### config.mk
export PLATFORM = sky130hd
export DESIGN_NAME = qpsk_phase_timing
export DESIGN_NICKNAME = d
export VERILOG_FILES = /design/src/rtl/qpt_pkg.sv /design/src/rtl/qpt_slot_fsm.sv /design/src/rtl/qpt_pn_source.sv /design/src/rtl/qpt_dibit_pack.sv /design/src/rtl/qpsk_phase_timing.sv
export SDC_FILE = /design/constraint.sdc
export NUM_CORES = 1
export LEC_CHECK = 0
export BUFFER_PORTS_ARGS = -buffer_cell sky130_fd_sc_hd__buf_2
export CAP_MARGIN = 20
export CORE_AREA = 2 2 39 41
export CTS_BUF_LIST = sky130_fd_sc_hd__clkbuf_8
export CTS_CLUSTER_DIAMETER = 80
export DETAILED_ROUTE_END_ITERATION = 16
export DIE_AREA = 0 0 41 43
export PLACE_DENSITY = 0.63
export SLEW_MARGIN = 20
export SYNTH_ARGS = -nofsm -noshare
export SYNTH_HDL_FRONTEND = slang
export SYNTH_HIERARCHICAL = 1
export SYNTH_SLANG_ARGS = --single-unit
### constraint.sdc
create_clock -name clk -period 1.05 [get_ports clk]
set_input_delay 0.21 -clock clk [delete_from_list [all_inputs] [get_ports clk]]
set_output_delay 0.21 -clock clk [all_outputs]
set_load 0.01 [all_outputs]
### src/rtl/qpt_pkg.sv
package qpt_pkg;

    // Slot sequencer states; *HI states carry a high carrier half-cycle.
    typedef enum logic [2:0] {
        SL_REST = 3'd0,
        SL_QHI  = 3'd1,
        SL_QLO  = 3'd2,
        SL_IHI  = 3'd3,
        SL_ILO  = 3'd4
    } slot_e;

    // Pseudorandom source geometry: XNOR of the top stage and one tap.
    localparam int unsigned PN_WIDTH = 4;
    localparam int unsigned PN_TAP   = 2;

    // Phase code width: bit 1 = Q, bit 0 = I.
    // 00 +cos, 01 +sin, 10 -cos, 11 -sin.
    localparam int unsigned SEL_W = 2;

endpackage

### src/rtl/qpt_slot_fsm.sv
module qpt_slot_fsm
    import qpt_pkg::*;
(
    input  logic clk,
    input  logic rst_n,
    input  logic tick_i,
    output logic carrier_o,
    output logic pilot_o,
    output logic bit_stb_o,
    output logic sym_stb_o
);

    slot_e state_q;
    slot_e state_d;
    logic  rise_d;

    // Next-state: advance one slot per tick.
    always_comb begin
        state_d = state_q;
        if (tick_i) begin
            unique case (state_q)
                SL_REST: state_d = SL_QHI;
                SL_QHI:  state_d = SL_QLO;
                SL_QLO:  state_d = SL_IHI;
                SL_IHI:  state_d = SL_ILO;
                SL_ILO:  state_d = SL_QHI;
                default: state_d = SL_REST;
            endcase
        end
    end

    assign rise_d = (state_d == SL_QHI) || (state_d == SL_IHI);

    // State register.
    always_ff @(posedge clk) begin
        if (!rst_n) state_q <= SL_REST;
        else        state_q <= state_d;
    end

    // Registered outputs.
    always_ff @(posedge clk) begin
        if (!rst_n) begin
            carrier_o <= 1'b0;
            pilot_o   <= 1'b0;
            bit_stb_o <= 1'b0;
            sym_stb_o <= 1'b0;
        end else begin
            pilot_o   <= tick_i;
            bit_stb_o <= tick_i && rise_d;
            sym_stb_o <= tick_i && (state_d == SL_IHI);
            if (tick_i) carrier_o <= rise_d;
        end
    end

    // a pilot strobe follows every tick
    a_r2_pilot_follows_tick: assert property (@(posedge clk) disable iff (!rst_n)
        tick_i |=> pilot_o);
    // carrier moves whenever the pilot strobes
    a_r2_carrier_moves: assert property (@(posedge clk) disable iff (!rst_n)
        pilot_o |-> !$stable(carrier_o));
    // no pilot, no carrier change
    a_r8_carrier_holds: assert property (@(posedge clk) disable iff (!rst_n)
        !pilot_o |-> $stable(carrier_o));
    // bit strobes only on carrier rising steps
    a_r3_bit_on_rise: assert property (@(posedge clk) disable iff (!rst_n)
        bit_stb_o |-> (carrier_o && pilot_o));
    // a symbol strobe is always also a bit strobe
    a_r4_sym_within_bit: assert property (@(posedge clk) disable iff (!rst_n)
        sym_stb_o |-> bit_stb_o);

endmodule

### src/rtl/qpt_pn_source.sv
module qpt_pn_source #(
    parameter int unsigned WIDTH = 4,
    parameter int unsigned TAP   = 2
) (
    input  logic clk,
    input  logic rst_n,
    input  logic adv_i,
    output logic bit_o
);

    localparam int unsigned TOP = WIDTH - 1;

    logic [WIDTH-1:0] sreg_q;
    logic             fb;

    assign fb    = ~(sreg_q[TOP] ^ sreg_q[TAP]);
    assign bit_o = sreg_q[TOP];

    always_ff @(posedge clk) begin
        if (!rst_n)     sreg_q <= '0;
        else if (adv_i) sreg_q <= {sreg_q[TOP-1:0], fb};
    end

    // the XNOR lock-up pattern is never entered
    a_r7_no_lockup: assert property (@(posedge clk) disable iff (!rst_n)
        sreg_q != {WIDTH{1'b1}});

endmodule

### src/rtl/qpt_dibit_pack.sv
module qpt_dibit_pack #(
    parameter int unsigned SEL_W = 2
) (
    input  logic             clk,
    input  logic             rst_n,
    input  logic             bit_stb_i,
    input  logic             sym_stb_i,
    input  logic             bit_i,
    output logic [SEL_W-1:0] sel_o
);

    logic q_hold;

    // First bit of a pair is held; second bit commits {Q, I} together.
    always_ff @(posedge clk) begin
        if (!rst_n) begin
            q_hold <= 1'b0;
            sel_o  <= '0;
        end else if (bit_stb_i) begin
            if (sym_stb_i) sel_o  <= {q_hold, bit_i};
            else           q_hold <= bit_i;
        end
    end

    // select only moves right after a symbol strobe
    a_r5_sel_frozen: assert property (@(posedge clk) disable iff (!rst_n)
        !$past(sym_stb_i) |-> $stable(sel_o));

endmodule

### src/rtl/qpsk_phase_timing.sv
module qpsk_phase_timing
    import qpt_pkg::*;
(
    input  logic             clk,
    input  logic             rst_n,
    input  logic             tick_i,
    output logic             pilot_o,
    output logic             carrier_o,
    output logic             bit_stb_o,
    output logic             sym_stb_o,
    output logic [SEL_W-1:0] sel_o
);

    logic data_bit;

    qpt_slot_fsm u_fsm (
        .clk       (clk),
        .rst_n     (rst_n),
        .tick_i    (tick_i),
        .carrier_o (carrier_o),
        .pilot_o   (pilot_o),
        .bit_stb_o (bit_stb_o),
        .sym_stb_o (sym_stb_o)
    );

    qpt_pn_source #(
        .WIDTH (PN_WIDTH),
        .TAP   (PN_TAP)
    ) u_pn (
        .clk   (clk),
        .rst_n (rst_n),
        .adv_i (bit_stb_o),
        .bit_o (data_bit)
    );

    qpt_dibit_pack #(
        .SEL_W (SEL_W)
    ) u_pack (
        .clk       (clk),
        .rst_n     (rst_n),
        .bit_stb_i (bit_stb_o),
        .sym_stb_i (sym_stb_o),
        .bit_i     (data_bit),
        .sel_o     (sel_o)
    );

endmodule

==> results by group <==
Run status
  • Status: complete, no violations

Logic synthesis
  • Share of the synthesized area in the top cell type: 0.5296
  • Mean Syn Cell Area: 10.38 um^2
  • Synthesis warning total: 6
  • Cell accounting for the most synthesized area: dfxtp_1
  • Yosys reg bits: 14
  • Largest cells by area after synthesis: dfxtp_1 (53%), mux2i_1 (11%), nand2b_1 (5.9%), nand2_1 (5.7%), a21boi_2 (4.3%)
  • Post-synth net total: 54
  • Number of library cell types mapped by synthesis: 16
  • Synth Instances: 51
  • Sequential share of the synthesized area: 0.5296
  • Synthesized area: 529.3 um^2

Power and ir drop
  • Leakage: 0.2860 nW
  • PD cells: 1776 nW/um^2
  • Maximum VDD drop: 0.6840 mV
  • Total Power Consumption: 1.151 mW

Routing
  • DR pass1 iterations: 3
  • Routed len/inst: 9.519 um
  • # DRC: 0
  • DR vias/cell: 4.759
  • Via count: 376
  • ANT nets after route: 0
  • DRT Wirelength: 752 um
  • 1st-iter DRT viols: 5

Worst setup path
  • Slowest cell on crit path: dfxtp_4
  • R2R Setup Slk: 0.20 ns
  • Worst r2r src: u_fsm/state_q[1]
  • Buffer and inverter count on the worst path: 1
  • Worst Setup SP: u_fsm/bit_stb_o
  • Largest stage delay, worst path: 0.39 ns
  • Crit path DAT: 0.77 ns
  • Delay-heaviest family, CP: flip-flops
  • Worst EP required: 0.84 ns
  • Crit. End Element: output port
  • CP startpoint kind: flip-flop
  • Crit path kind: reg2out
  • Worst-path cell chain: buf_2
  • Worst r2r dst: u_fsm/state_q[1]
  • CP endpoint: bit_stb_o
  • Critical path depth: 1
  • Crit-path max FO: 8
  • Register-to-Register Path Depth: 3

Clocking
  • H-tree depth: 1
  • Clock sinks: 14
  • CTS Buf Count: 3
  • CTS Hold Bufs: 0
  • CTS root buf: clkbuf_8
  • Clock Latency Late Sink: 0.24 ns
  • CTS tree: yes
  • Clk pin slew, worst setup/hold paths: 0.06 ns
  • Postcts setup bufs: 0
  • Post_cts resized: 1
  • Clk buf depth: 2

Timing
  • Slew Limit Fails: 0
  • Slew HR: 0.8545
  • Fmax: 1020 MHz
  • Fin. Hold Viols: 0
  • Final worst-path cycle share: 0.9334
  • Worst hold slack: 0.2521 ns
  • Min Tclk post-route: 0.9801 ns
  • Least-Margin Pin Slew: 0.2183 ns
  • Final Skew: 0.001282 ns
  • Total negative slack: 0 ns
  • RSZ-0062 raised after global routing: false
  • Final setup violation count: 0

Global route
  • Gr ovfl total: 0
  • Initial antenna violation count: 0
  • Tot GR Track Use: 0.1045
  • First-pass GRT wire length: 1193 um
  • Vias in the first global route: 306
  • Largest net degree at the start of global routing: 16

Layout
  • Area occupied by multi-input gates: 245.2 um^2
  • Core Util, Final: 0.4684
  • Fill cells: 143
  • Ratio of cells with drive above 1 in the final layout: 0.2540
  • Most common cell after layout, fill and taps aside: dfxtp_1
  • P&R area growth vs syn: 22.46%
  • Final Net Count: 67
  • Ant diodes: 0
  • Final Non-Filler Cells: 79
  • FF+latch area: 284.0 um^2
  • Most frequent cells in the layout: dfxtp_1 (13), buf_2 (8), nand2_1 (8)

Die
  • Die X: 41 um
  • Initial Util: 0.3825
  • Num rows: 14
  • Io pins: 9
  • Total Die Area: 1763 um^2
  • Core Box Area: 1384 um^2
  • Die Span Y: 43 um

Job
  • Max-cap violations: 0

Min path
  • WHS Path Cells: 3
  • HP Class: in2reg

Placement
  • DPL Wire Length: 526.9 um
  • IO buf count: 8
  • Placed instance count: 75
  • RePlAce Congestion: 0.5995
[power by group]
| group | switching (mW) | total (mW) | internal [mW] |
|---|---|---|---|
| clock | 0.184 | 0.516 | 0.332 |
| combinational | 0.0321 | 0.0658 | 0.0337 |
| sequential | 0.0193 | 0.569 | 0.550 |
| total | 0.235 | 1.15 | 0.915 |
[cells in the mapped netlist]
cell type,instances
a21boi_1,2
a21boi_2,2
a21oi_2,1
a32oi_1,1
and3_1,2
dfxtp_1,14
inv_1,1
mux2i_1,6
nand2_1,8
nand2b_1,5
nand3b_1,1
nand4b_1,1
nor2_1,2
nor2b_1,3
o21ai_0,1
xor2_1,1
[per-stage QoR]
stage          cell area, um^2  setup WS [ns]
3_5_place_dp             589.3         0.1679
3_3_place_gp             589.3         0.1878
5_1_grt                  648.1        0.03488
6_report                 648.1        0.06990
2_1_floorplan            529.3         0.1732
4_1_cts                  645.6        0.01904
[logic make-up (layout without fill, tap and decap cells)]
group,after synthesis,after routing,share of synthesized area
flip-flops,14,14,0.5296
XOR/XNOR,1,1,0.01655
buffers and inverters,1,13,0.007085
AO/OA/AOI/OAI,7,7,0.1135
AND/OR/NAND/NOR,22,22,0.2199
multiplexers,6,6,0.1135
[routing by layer]
layer / up-vias / GRT usage / part of all wire
met5: - / 0 / 0
met4: 0 / 0.08000 / 0.019
met3: 2 / 0.03141 / 0.049
met2: 9 / 0.1438 / 0.41
met1: 165 / 0.1296 / 0.52
li1: 200 / - / -
[worst min-delay path by stage]
stage	slack [ns]	to	from
global route	0.31	u_fsm/pilot_o	tick_i
CTS	0.25	u_fsm/pilot_o	tick_i
detailed placement	0.46	u_pack/sel_o[0]	u_pack/sel_o[0]
finish	0.25	u_fsm/pilot_o	tick_i
floorplan	0.32	u_fsm/pilot_o	tick_i
global placement	0.45	u_pack/sel_o[1]	u_pack/sel_o[1]
[registers in the layout (all words and copies together), names as in the netlist]
name	cells
u_pn/sreg_q	4
u_fsm/carrier_o	1
u_fsm/sym_stb_o	1
u_fsm/state_q	3
u_fsm/bit_stb_o	1
u_fsm/pilot_o	1
u_pack/sel_o	2
u_pack/q_hold	1
[final cells by class]
| cell class | instances | area share |
|---|---|---|
| Clock buffer | 4 | 0.08494 |
| Inverter | 1 | 0.005792 |
| Multi-Input combinational cell | 36 | 0.3784 |
| Sequential cell | 14 | 0.4382 |
| Tap cell | 16 | 0.03089 |
| Timing Repair Buffer | 8 | 0.06178 |
No activity file was read; power rests on OpenSTA's default activity.
